$ cat config.mk
export PLATFORM = sky130hd
export DESIGN_NAME = ibc_counter
export DESIGN_NICKNAME = d
export VERILOG_FILES = /design/src/rtl/ibc_pkg.sv /design/src/rtl/ibc_access_port.sv /design/src/rtl/ibc_down_cnt.sv /design/src/rtl/ibc_out_stage.sv /design/src/rtl/ibc_counter.sv
export SDC_FILE = /design/constraint.sdc
export NUM_CORES = 1
export LEC_CHECK = 0
export ABC_AREA = 1
export BUFFER_PORTS_ARGS = -buffer_cell sky130_fd_sc_hd__buf_2
export CORE_MARGIN = 5
export CORE_UTILIZATION = 35
export DETAILED_ROUTE_END_ITERATION = 10
export SLEW_MARGIN = 0
export SYNTH_ARGS = -nofsm -noshare
export SYNTH_HDL_FRONTEND = slang
export SYNTH_SLANG_ARGS = --single-unit
$ cat constraint.sdc
create_clock -name clk -period 4.7 [get_ports clk]
set_input_delay 0.705 -clock clk [delete_from_list [all_inputs] [get_ports clk]]
set_output_delay 0.705 -clock clk [all_outputs]
set_load 0.01 [all_outputs]
$ cat src/rtl/ibc_pkg.sv
package ibc_pkg;
   localparam int CW_W     = 8;
   localparam int ACC_LSB  = 4;
   localparam int MODE_LSB = 1;

   typedef enum logic [1:0] {
      MD_ONESHOT = 2'd0,
      MD_RATE    = 2'd1,
      MD_SQUARE  = 2'd2
   } run_mode_e;

   function automatic run_mode_e mode_of(input logic [2:0] fld);
      case (fld[1:0])
         2'b10:   mode_of = MD_RATE;
         2'b11:   mode_of = MD_SQUARE;
         default: mode_of = MD_ONESHOT;
      endcase
   endfunction
endpackage

$ cat src/rtl/ibc_access_port.sv
module ibc_access_port
   import ibc_pkg::*;
#(
   parameter int DATA_W = 8,
   parameter int CNT_W  = 16
) (
   input  logic              clk,
   input  logic              rst_n,
   input  logic              ctl_wr,
   input  logic [CW_W-1:0]   ctl_data,
   input  logic              data_wr,
   input  logic              data_rd,
   input  logic [DATA_W-1:0] wr_data,
   input  logic              gate_en,
   input  logic [CNT_W-1:0]  live_cnt,
   output run_mode_e         run_mode,
   output logic [CNT_W-1:0]  init_q,
   output logic              ptr_hi,
   output logic              latched,
   output logic              load_go,
   output logic              halt,
   output logic [CNT_W-1:0]  load_val,
   output logic [DATA_W-1:0] rd_data
);
   logic [1:0]       acc_fld;
   logic [2:0]       mode_fld;
   logic             is_latch;
   logic [CNT_W-1:0] latch_val;
   logic [CNT_W-1:0] view;
   logic             unused_cw;

   assign acc_fld   = ctl_data[ACC_LSB +: 2];
   assign mode_fld  = ctl_data[MODE_LSB +: 3];
   assign unused_cw = ^{ctl_data[CW_W-1:ACC_LSB+2], ctl_data[MODE_LSB-1:0]};
   assign is_latch  = (acc_fld == 2'b00);

   assign halt     = ctl_wr && !is_latch;
   assign load_go  = data_wr && ptr_hi && !ctl_wr;
   assign load_val = {wr_data, init_q[DATA_W-1:0]};

   always_ff @(posedge clk or negedge rst_n) begin
      if (!rst_n) begin
         run_mode  <= MD_ONESHOT;
         init_q    <= '0;
         ptr_hi    <= 1'b0;
         latched   <= 1'b0;
         latch_val <= '0;
      end else if (ctl_wr) begin
         if (is_latch) begin
            latched   <= 1'b1;
            latch_val <= live_cnt;
         end else begin
            run_mode <= mode_of(mode_fld);
            ptr_hi   <= 1'b0;
            latched  <= 1'b0;
         end
      end else if (data_wr) begin
         if (ptr_hi) init_q[CNT_W-1:DATA_W] <= wr_data;
         else        init_q[DATA_W-1:0]     <= wr_data;
         ptr_hi <= !ptr_hi;
      end else if (data_rd) begin
         if (ptr_hi) latched <= 1'b0;
         ptr_hi <= !ptr_hi;
      end
   end

   always_comb begin
      if (!gate_en)     view = init_q;
      else if (latched) view = latch_val;
      else              view = live_cnt;
      rd_data = ptr_hi ? view[CNT_W-1:DATA_W] : view[DATA_W-1:0];
   end
endmodule

$ cat src/rtl/ibc_down_cnt.sv
module ibc_down_cnt
   import ibc_pkg::*;
#(
   parameter int CNT_W = 16
) (
   input  logic             clk,
   input  logic             rst_n,
   input  logic             halt,
   input  logic             load_go,
   input  logic [CNT_W-1:0] load_val,
   input  logic [CNT_W-1:0] init_q,
   input  logic             cnt_tick,
   input  logic             gate_en,
   input  run_mode_e        run_mode,
   output logic [CNT_W-1:0] cnt_q,
   output logic             tc_evt
);
   localparam logic [CNT_W-1:0] ONE = CNT_W'(1);

   logic running;
   logic step;

   assign step   = cnt_tick && gate_en && running && !halt && !load_go;
   assign tc_evt = step && (cnt_q == ONE);

   always_ff @(posedge clk or negedge rst_n) begin
      if (!rst_n) begin
         cnt_q   <= '0;
         running <= 1'b0;
      end else if (halt) begin
         running <= 1'b0;
      end else if (load_go) begin
         cnt_q   <= load_val;
         running <= 1'b1;
      end else if (tc_evt) begin
         if (run_mode == MD_ONESHOT) begin
            cnt_q   <= '0;
            running <= 1'b0;
         end else begin
            cnt_q <= init_q;
         end
      end else if (step) begin
         cnt_q <= cnt_q - ONE;
      end
   end
endmodule

$ cat src/rtl/ibc_out_stage.sv
module ibc_out_stage
   import ibc_pkg::*;
#(
   parameter bit TC_REG = 1'b1
) (
   input  logic      clk,
   input  logic      rst_n,
   input  logic      halt,
   input  logic      tc_evt,
   input  run_mode_e run_mode,
   output logic      out_pin,
   output logic      tc_pulse
);
   always_ff @(posedge clk or negedge rst_n) begin
      if (!rst_n) begin
         out_pin <= 1'b0;
      end else if (halt) begin
         out_pin <= 1'b0;
      end else if (tc_evt) begin
         case (run_mode)
            MD_ONESHOT: out_pin <= 1'b1;
            MD_SQUARE:  out_pin <= !out_pin;
            default:    out_pin <= out_pin;
         endcase
      end
   end

   generate
      if (TC_REG) begin : g_tc_reg
         always_ff @(posedge clk or negedge rst_n) begin
            if (!rst_n) tc_pulse <= 1'b0;
            else        tc_pulse <= tc_evt;
         end
      end else begin : g_tc_comb
         assign tc_pulse = tc_evt;
      end
   endgenerate
endmodule

$ cat src/rtl/ibc_counter.sv
module ibc_counter
   import ibc_pkg::*;
#(
   parameter int DATA_W = 8,
   parameter int CNT_W  = 16,
   parameter bit TC_REG = 1'b1
) (
   input  logic              clk,
   input  logic              rst_n,
   input  logic              ctl_wr,
   input  logic [7:0]        ctl_data,
   input  logic              data_wr,
   input  logic              data_rd,
   input  logic [DATA_W-1:0] wr_data,
   output logic [DATA_W-1:0] rd_data,
   input  logic              cnt_tick,
   input  logic              gate_en,
   output logic              out_pin,
   output logic              tc_pulse
);
   generate
      if (DATA_W < 1) begin : g_bad_w
         $error("ibc_counter: DATA_W must be positive");
      end
      if (CNT_W != 2 * DATA_W) begin : g_bad_cnt
         $error("ibc_counter: CNT_W must equal two bytes of DATA_W");
      end
   endgenerate

   run_mode_e        run_mode;
   logic [CNT_W-1:0] init_q;
   logic [CNT_W-1:0] load_val;
   logic [CNT_W-1:0] cnt_val;
   logic             ptr_hi;
   logic             latched;
   logic             load_go;
   logic             halt;
   logic             tc_evt;

   ibc_access_port #(.DATA_W(DATA_W), .CNT_W(CNT_W)) port_i (
      .clk(clk), .rst_n(rst_n), .ctl_wr(ctl_wr), .ctl_data(ctl_data),
      .data_wr(data_wr), .data_rd(data_rd), .wr_data(wr_data),
      .gate_en(gate_en), .live_cnt(cnt_val), .run_mode(run_mode),
      .init_q(init_q), .ptr_hi(ptr_hi), .latched(latched),
      .load_go(load_go), .halt(halt), .load_val(load_val),
      .rd_data(rd_data)
   );

   ibc_down_cnt #(.CNT_W(CNT_W)) cnt_i (
      .clk(clk), .rst_n(rst_n), .halt(halt), .load_go(load_go),
      .load_val(load_val), .init_q(init_q), .cnt_tick(cnt_tick),
      .gate_en(gate_en), .run_mode(run_mode), .cnt_q(cnt_val),
      .tc_evt(tc_evt)
   );

   ibc_out_stage #(.TC_REG(TC_REG)) out_i (
      .clk(clk), .rst_n(rst_n), .halt(halt), .tc_evt(tc_evt),
      .run_mode(run_mode), .out_pin(out_pin), .tc_pulse(tc_pulse)
   );
endmodule

After elaboration in Yosys (flattened, before gate mapping)
Index checks and enable logic that the tools add are counted.
Widths: inputs -> output; s select.
{"block": "classes", "addsub": 1, "mul": 0, "div": 0, "n_lt_le_gt_ge": 0, "eq_ne": 6, "n_shift": 0, "muxes": 24, "n_bitwise": 4, "reduce_logical": 33}
{"operator": "$mux 16", "count": 6}
{"operator": "$eq 16x1->1 const B", "count": 1}
{"operator": "$sub 16x1->16 const B", "count": 1}
{"operator": "$mux 1", "count": 15}
{"operator": "$reduce_bool 3->1", "count": 5}
{"operator": "$reduce_and 2->1", "count": 6}
{"operator": "$reduce_and 3->1", "count": 3}
{"operator": "$logic_and 1x1->1", "count": 8}
{"operator": "$mux 8", "count": 1}
{"operator": "$eq 2x2->1 const B", "count": 3}
{"operator": "$logic_not 1->1", "count": 6}
{"operator": "$reduce_bool 2->1", "count": 3}
{"operator": "$logic_not 2->1", "count": 2}
{"operator": "$ne 2x2->1 const B", "count": 2}
{"operator": "$not 1->1", "count": 4}
{"operator": "$pmux 2 s2", "count": 1}
{"operator": "$pmux 1 s2", "count": 1}
{"block": "totals", "reg_bits": 55, "latchBits": 0, "ram_bits": 0, "mem_bits_ro": 0, "in_bits": 23, "wordCells": 78, "mem_count": 0}

Longest topological paths before layout
Gate-level depths: netlist (run 1).
{"block": "depth", "depth_word": 10, "depth_mapped": 13}

By module
From an unflattened synthesis (run 1), not the netlist that was laid out.
{"block": "hier_totals", "cells_unflattened": 596, "area_unflattened_um2": 3996.3}
{"module": "ibc_access_port", "n_inst": 1, "cells_each": 291, "area_each_um2": 2158.3, "seq_area_each_um2": 900.9}
{"module": "ibc_down_cnt", "n_inst": 1, "cells_each": 294, "area_each_um2": 1749.2, "seq_area_each_um2": 425.4}
{"module": "ibc_out_stage", "n_inst": 1, "cells_each": 11, "area_each_um2": 88.8, "seq_area_each_um2": 50.0}

Worst setup path after synthesis (run 1)
No wires, ideal clock.
{"block": "synth_timing", "path_kind": "input to output", "start": "input port gate_en", "end": "output port rd_data[7]", "arrival_ps": 1426, "setup_slack_ps": 2569, "path_stages": 3, "cell_sequence": "buf_2 -> clkbuf_1 -> o31ai_1"}
{"block": "synth_via", "elab_chain_cells": 2}
{"element": "start: declaration", "line_no": "ibc_counter.sv:17", "text": "input logic gate_en,"}
{"element": "$mux 16", "line_no": "ibc_access_port.sv:68", "text": "if (!gate_en) view = init_q;"}
{"element": "$mux 8", "line_no": "ibc_access_port.sv:71", "text": "rd_data = ptr_hi ? view[CNT_W-1:DATA_W] : view[DATA_W-1:0];"}
{"element": "end: declaration", "line_no": "ibc_counter.sv:15", "text": "output logic [DATA_W-1:0] rd_data,"}
Every way passes these cells.

Worst setup path after layout (run 1)
{"block": "layout_timing", "start": "register port_i.ptr_hi", "end": "output port rd_data[2]"}
{"block": "layout_via", "elab_chain_cells": 1}
{"element": "start: declaration", "line_no": "ibc_access_port.sv:18", "text": "output logic ptr_hi,"}
{"element": "start signal: assignment", "line_no": "ibc_access_port.sv:60", "text": "ptr_hi <= !ptr_hi;"}
{"element": "start signal: assignment", "line_no": "ibc_access_port.sv:63", "text": "ptr_hi <= !ptr_hi;"}
{"element": "$mux 8", "line_no": "ibc_access_port.sv:71"}
Every way passes these cells.

==> results.json, run 1 <==
{
  "outcome": "finished, final reports clean",
  "dp.cells": 645,
  "drtIter0Drc": 258,
  "ant_nets": 0,
  "syn_area_um2": 3430,
  "final_cells": 651,
  "cts_buffer_depth": 2,
  "row_count": 36,
  "synthDistinctLibCells": 26,
  "skew_ps": 6.40,
  "root_buffer": "clkbuf_8",
  "nets": 544,
  "holdBufCountCts": 0,
  "power.density_nw_per_um2": 482,
  "io_buffers": 28,
  "required_ps": 3990,
  "wl_mm": 9.67,
  "irDropWorstVdd_uv": 171,
  "utilization_pct": 38.6,
  "worst_slew_pin_slew_ps": 933,
  "routedWlPerCell_um": 14.8,
  "gp_congestion": 0.883,
  "cp-end-kind": "primary output",
  "coreArea_um2": 9680,
  "final_hold_viol_count": 0,
  "drive_above_1_share_pct": 11.4,
  "die_area_um2": 11900,
  "fin_crit_ps": 3020,
  "cts_sinks": 55,
  "max_slew_margin_pct": 37.7,
  "tns_ps": 0,
  "dp_hpwl_mm": 7.05,
  "crit_chain": "inv_1 > o21ai_0 > nand2_1 > buf_2",
  "critPathMaxFanout": 25,
  "setup.worst_path.start_class": "flip-flop",
  "hold_class": "flip-flop to flip-flop",
  "clk_pin_slew_worst_paths_ps": 90,
  "vias": 3200,
  "yosysWarnings": 0,
  "maxCapViolCount": 0,
  "grt_usage_pct": 17.3,
  "htreeDepth": 2,
  "cp.buffers_inverters": 2,
  "antenna_found_initial": 0,
  "ys_ff_latch": 55,
  "syn_area_per_cell_um2": 6.85,
  "min_period_over_period_pct": 64.2,
  "viasPerCell": 4.92,
  "ys_seq_area_share_pct": 40.1,
  "grt-ovfl-total": 0,
  "synth_cells": 501,
  "start_util_pct": 35.4,
  "postCtsSetupBuffers": 0,
  "cpPeakStageDelay_ps": 630,
  "cts_tree": "yes",
  "grt_max_degree": 56,
  "cts_inserted_buffers": 5,
  "dr.pass1.iters": 8,
  "drc_errors": 0,
  "ctsResizeCount": 0,
  "grt_pass1_wl_mm": 16.0,
  "setup-violations-final": 0,
  "nFillCells": 1060,
  "fp.dieW_um": 109,
  "hold_slack_ps": 495,
  "arrival_ps": 2310,
  "area_growth_pct": 8.90,
  "cpLargestDelayFamily": "buffers and inverters",
  "path_class": "flip-flop to primary output",
  "ios": 33,
  "syn-num-nets": 526,
  "cp_slowest_cell": "dfrtp_1",
  "grt_pass1_vias": 3087,
  "total_leakage_power_nw": 1.93,
  "die_h_um": 109,
  "antenna_cells": 0,
  "insertion_delay_ps": 310,
  "rsz0062_at_grt": "false",
  "maxClockFrequency_mhz": 331,
  "drv_slew": 0
}
-- cells in the final DEF, fill, tap and decap left out, types with 2 or more instances in the layout --
cell type	count
xor2_1	8
a21oi_1	22
o211ai_1	17
nand3_1	22
inv_1	43
buf_4	2
nor2_1	42
nand2_1	195
o21ai_1	3
buf_2	28
nor2_4	6
o31ai_1	3
dfrtp_1	55
clkbuf_8	5
inv_2	5
o21ai_0	42
ha_1	2
nand3_2	3
nand2_2	4
nand4_1	2
nor2_2	4
-- power by group --
| group | total, mW | switching (mW) | internal, mW |
|---|---|---|---|
| Sequential | 0.761 | 0.142 | 0.619 |
| Clock | 0.250 | 0.149 | 0.100 |
| Combinational | 0.791 | 0.519 | 0.271 |
-- sequential cells by signal, indices dropped and copies added, names as in the netlist --
| signal | cells |
|---|---|
| port_i.init_q | 16 |
| cnt_i.cnt_q | 16 |
| port_i.run_mode | 2 |
| port_i.ptr_hi | 1 |
| port_i.latched | 1 |
| out_i.out_pin | 1 |
| out_i.tc_pulse | 1 |
| cnt_i.running | 1 |
| port_i.latch_val | 16 |
-- cells by family after synthesis --
family / Yosys count / synth area share (%)
AOI/OAI and AO/OA: 89 / 14.8
and+or+nand+nor: 280 / 34.5
adders and majority gates: 2 / 0.729
xor gates and xnor gates: 8 / 2.04
DFF: 55 / 40.1
buffers and inverters: 67 / 7.84
-- Yosys cell counts (all sizes together) --
master | n | area, um^2
buf | 12 | 62.6
nand3 | 26 | 158
dfrtp | 55 | 1380
ha | 2 | 25.0
nor2 | 52 | 250
inv | 48 | 180
clkbuf | 7 | 26.3
o21bai | 1 | 7.51
a21oi | 22 | 110
o31ai | 3 | 22.5
o211ai | 17 | 128
nand2 | 199 | 757
nor3 | 1 | 5.00
nand4 | 2 | 12.5
o21ai | 46 | 241
xor2 | 8 | 70.1
-- tightest hold or removal path, delay by kind of cell, from the launching register on --
family          cells  cell delay, ps
flops               1             360
compound gates      1              60
simple gates        1              50
-- path summary, 6_finish.rpt --
check | start | end | slack [ps] | cells after the start
min reg2reg | port_i.latch_val[5] | port_i.latch_val[5] | 500 | 2
max in group asynchronous | rst_n | port_i.init_q[3] | 3680 | 2
max reg2reg | port_i.ptr_hi | cnt_i.cnt_q[14] | 2450 | 8
min | port_i.latch_val[5] | port_i.latch_val[5] | 500 | 2
min in group asynchronous | rst_n | port_i.latched | 540 | 2
max | port_i.ptr_hi | rd_data[2] | 1680 | 4
-- final cells by class --
type                    count  area, um^2  share of cell area [%]
repair buffers             30         155                    4.15
flip-flops and latches     55        1380                    36.8
inverters                  48         180                    4.82
multi-input cells         379        1790                    47.8
clock buffers               6        72.6                    1.94
well taps                 133         166                    4.45
-- metal layers --
layer  wire, um  vias up  global-route usage [%]
li1           -     1621                       -
met1       4570     1451                    26.1
met2       3980      119                    25.4
met3       1000        9                    3.61
met4        110        0                    3.70
met5          0        -                       0
-- through the flow --
step,instance area (um^2),power (mW),setup WS (ps)
after global routing,3740,1.98,1510
after floorplan,3430,1.31,2570
after global placement,3660,1.53,2130
final,3740,1.80,1680
after detailed placement,3660,1.55,2120
after CTS,3740,1.80,1760
No activity file was read; power rests on OpenSTA's default activity.
==> inputs of run 2 (changes only) <==
- clock period: 4.7 -> 2.55 ns (I/O delays scaled with it)
==> run 2 against run 1 <==
Via count is 1.7% higher. Cell area grew 2.1%. Clock power is 120% higher. Final cell count is 1.1% higher. Clock skew barely moved. Power grew 90%. Critical path type unchanged.
==> results.json, run 2 (synthesized netlist as in run 1, its figures left out) <==
{
  "total_leakage_power_nw": 1.98,
  "viasPerCell": 4.95,
  "ios": 33,
  "antenna_found_initial": 0,
  "total_power_mw": 3.42,
  "drtIter0Drc": 301,
  "max_slew_margin_pct": 54.7,
  "dp_hpwl_mm": 7.28,
  "grt_pass1_wl_mm": 16.0,
  "insertion_delay_ps": 320,
  "antenna_cells": 0,
  "worst_slew_pin_slew_ps": 680,
  "cp-end-kind": "primary output",
  "die_h_um": 109,
  "cts_sinks": 55,
  "rsz0062_at_grt": "false",
  "power.density_nw_per_um2": 897,
  "ctsResizeCount": 0,
  "postCtsSetupBuffers": 0,
  "utilization_pct": 39.4,
  "grt-ovfl-total": 0,
  "final_cell_mix": "195 x nand2_1, 55 x dfrtp_1, 43 x inv_1",
  "tns_ps": 0,
  "hold_class": "input pin to asynchronous set/reset pin",
  "critPathMaxFanout": 33,
  "arrival_ps": 1640,
  "cts_tree": "yes",
  "htreeDepth": 2,
  "min_period_over_period_pct": 79.4,
  "drv_slew": 0,
  "gp_congestion": 0.930,
  "ant_nets": 0,
  "die_area_um2": 11900,
  "final_hold_viol_count": 0,
  "grt_max_degree": 34,
  "routedWlPerCell_um": 15.1,
  "grt_usage_pct": 17.5,
  "maxClockFrequency_mhz": 494,
  "dr.pass1.iters": 8,
  "clk_pin_slew_worst_paths_ps": 100,
  "io_buffers": 28,
  "root_buffer": "clkbuf_8",
  "row_count": 36,
  "fin_crit_ps": 2020,
  "nFillCells": 1061,
  "cts_inserted_buffers": 5,
  "coreArea_um2": 9680,
  "fp.dieW_um": 109,
  "vias": 3254,
  "drc_errors": 0,
  "layout_commonest_cell": "nand2_1",
  "path_class": "flip-flop to primary output",
  "outcome": "finished, final reports clean",
  "holdBufCountCts": 0,
  "cts_buffer_depth": 2,
  "skew_ps": 6.30,
  "maxCapViolCount": 0,
  "required_ps": 2170,
  "wl_mm": 9.94,
  "drive_above_1_share_pct": 12.6,
  "area_growth_pct": 11.2,
  "start_util_pct": 35.4,
  "irDropWorstVdd_uv": 286,
  "setup.worst_path.start_class": "flip-flop",
  "grt_pass1_vias": 3072,
  "nets": 549,
  "reg_top3": "cnt_i.cnt_q: 16 flops, port_i.init_q: 16 flops, port_i.latch_val: 16 flops",
  "setup-violations-final": 0
}
-- run 2: layout make-up --
type	count	area [um^2]	area share (%)
multi-input combinational	379	1790	46.8
sequential	55	1380	36.1
timing repair buffer	35	205	5.38
inverter	48	180	4.72
tap	133	166	4.36
clock buffer	8	100	2.62
-- run 2: final timing paths --
check / startpoint / to / slack (ps) / cells past startpoint
worst min-delay path: rst_n / port_i.latched / 90 / 1
worst max-delay path: port_i.latched / rd_data[3] / 530 / 8
worst max register to register: cnt_i.cnt_q[1] / cnt_i.cnt_q[0] / 610 / 12
worst min register to register: port_i.latch_val[11] / port_i.latch_val[11] / 500 / 2
min in group clk: ctl_data[1] / port_i.run_mode[0] / 260 / 2
max in group asynchronous: rst_n / cnt_i.cnt_q[10] / 1850 / 2
-- run 2: power by group --
group          switching (mW)  internal [mW]  leakage, nW  total (mW)
Clock                   0.305          0.249       0.0515       0.554
Combinational           0.953          0.512         1.25        1.47
Sequential              0.261           1.14        0.673        1.40
Total                    1.52           1.90         1.98        3.42
-- run 2: critical path, cell delays in order (launching register included) --
cell	delay, ps
dfrtp_1	370
inv_1	50
buf_4	300
nand2_1	100
o211ai_1	140
nand2_1	80
nand2_1	60
nand2_1	60
buf_2	160
-- run 2: metrics by stage --
stage	instances	setup slack, ps	instance area [um^2]	hold slack [ps]
2_1_floorplan	501	927	3430	86.9
3_3_place_gp	650	424	3710	436
3_5_place_dp	650	438	3710	447
4_1_cts	658	535	3810	103
5_1_grt	658	387	3810	142
6_report	658	526	3810	93.4
-- run 2: metal layers --
| metal | share of wire [%] | track usage [%] |
|---|---|---|
| met1 | 49 | 26.2 |
| met2 | 42 | 25.6 |
| met3 | 6.6 | 2.90 |
| met4 | 2.4 | 5.32 |
| met5 | 0 | 0 |
==> inputs of run 3 (changes only) <==
- clock period: 2.55 -> 1.7 ns (I/O delays scaled with it)
==> run 3 against run 2 <==
The run now ends with setup timing left. Final cell count is 4.9% higher. Cell area is 9.6% higher. Via count is 3.0% higher. Critical path depth is 1 lower. Clock power is 44% higher. Sequential power is 49% higher. Register-to-register slack worse by 540 ps. Sequential share of layout area is 3.0 points lower. Routed wire length is 0.96% higher. Highest routed layer unchanged.
==> results.json, run 3 (synthesized netlist as in run 1, its figures left out) <==
{
  "rrSetupSlack_ps": 70,
  "path_class": "flip-flop to primary output",
  "power.density_nw_per_um2": 1340,
  "ios": 33,
  "grt_pass1_vias": 3220,
  "clk_pin_slew_worst_paths_ps": 100,
  "final_hold_viol_count": 0,
  "fin_crit_ps": 1760,
  "hold_slack_ps": 115,
  "antenna_found_initial": 0,
  "start_util_pct": 35.4,
  "critPathMaxFanout": 25,
  "utilization_pct": 43.2,
  "wl_mm": 10.0,
  "die_h_um": 109,
  "r2r_cells": 9,
  "antenna_cells": 0,
  "outcome": "finished with violations",
  "gp_congestion": 0.938,
  "cp_slowest_cell": "dfrtp_2",
  "setup-violations-final": 7,
  "total_leakage_power_nw": 2.14,
  "row_count": 36,
  "dr.pass1.iters": 5,
  "worst_slew_pin_slew_ps": 549,
  "final_cell_mix": "192 x nand2_1, 50 x dfrtp_1, 38 x nor2_1, 38 x o21ai_0, 32 x inv_1",
  "reg_top3": "cnt_i.cnt_q: 16 flops, port_i.init_q: 16 flops, port_i.latch_val: 16 flops",
  "crit_chain": "inv_2 > buf_12 > a21oi_1 > o21ai_0 > buf_4 > nand2_1 > buf_2",
  "tns_ps": -254,
  "drc_errors": 0,
  "coreArea_um2": 9680,
  "holdPathStages": 2,
  "setup_slack_ps": -56.7,
  "htreeDepth": 2,
  "grt_usage_pct": 18.0,
  "maxClockFrequency_mhz": 569,
  "violations": "setup timing",
  "cts_buffer_depth": 2,
  "max_slew_margin_pct": 63.3,
  "io_buffers": 28,
  "die_area_um2": 11900,
  "insertion_delay_ps": 320,
  "root_buffer": "clkbuf_8",
  "grt-ovfl-total": 0,
  "vias": 3351,
  "setup.worst_path.start_class": "flip-flop",
  "fp.dieW_um": 109,
  "required_ps": 1440,
  "dp_hpwl_mm": 7.37,
  "grt_max_degree": 56,
  "layout_commonest_cell": "nand2_1",
  "drv_slew": 0,
  "finish.instance_area_um2": 4180,
  "cts_sinks": 55,
  "maxCapViolCount": 0,
  "nets": 581,
  "area_growth_pct": 21.8,
  "cpPeakStageDelay_ps": 390,
  "cts_inserted_buffers": 5,
  "routedWlPerCell_um": 14.5,
  "ant_nets": 0,
  "arrival_ps": 1500,
  "place_area_um2": 3910,
  "total_power_mw": 5.60,
  "rsz0062_at_grt": "true",
  "cts_tree": "yes",
  "cp-end-kind": "primary output",
  "hold_class": "input pin to flip-flop",
  "min_period_over_period_pct": 103,
  "grt_pass1_wl_mm": 16.6,
  "drtIter0Drc": 258,
  "irDropWorstVdd_uv": 448,
  "skew_ps": 13.7,
  "viasPerCell": 4.86,
  "drive_above_1_share_pct": 22.6
}
## run 3: final cells by class
cell class	instances	area, um^2
Fill cell	1039	5500
Multi-Input combinational cell	380	1870
Sequential cell	55	1380
Timing Repair Buffer	66	477
Inverter	48	183
Tap cell	133	166
Clock buffer	6	82.6
Clock inverter	2	16.3
## run 3: timing repair
action	4_1_cts	5_1_grt
pin swaps	2	8
hold buffers	1	0
setup endpoints to repair	13	26
hold endpoints to repair	55	0
gates cloned	1	0
resized for setup	13	30
setup buffers	2	5
## run 3: worst max-delay path, delay by kind of cell (launching register included)
family,cells,cell delay (ps)
AOI/OAI and AO/OA,2,250
DFF,1,390
and+or+nand+nor,1,70
buffers and inverters,4,470
## run 3: layer usage
layer  global-route usage (%)  routed length [um]
met5                        0                   0
met4                     4.33                 140
met3                     2.01                 517
met2                     26.8                4380
met1                     27.6                5000
## run 3: path summary, 6_finish.rpt
| kind | start | end |
|---|---|---|
| worst max register to register | cnt_i.cnt_q[0] | cnt_i.cnt_q[8] |
| worst min register to register | port_i.latch_val[0] | port_i.latch_val[0] |
| max in group asynchronous | rst_n | cnt_i.cnt_q[5] |
| worst min-delay path | ctl_data[1] | port_i.run_mode[0] |
| worst max-delay path | port_i.ptr_hi | rd_data[5] |
| min in group asynchronous | rst_n | port_i.latched |
## run 3: power breakdown
group	switching [mW]	internal, mW
Clock	0.463	0.334
Sequential	0.367	1.72
Combinational	1.60	1.12
Total	2.43	3.18
## run 3: stage by stage
stage / setup slack (ps) / std cells
finish: -56.7 / 690
global placement: 30.6 / 673
detailed placement: -1.63 / 673
floorplan: 186 / 501
CTS: -56.9 / 685
global route: -130 / 690
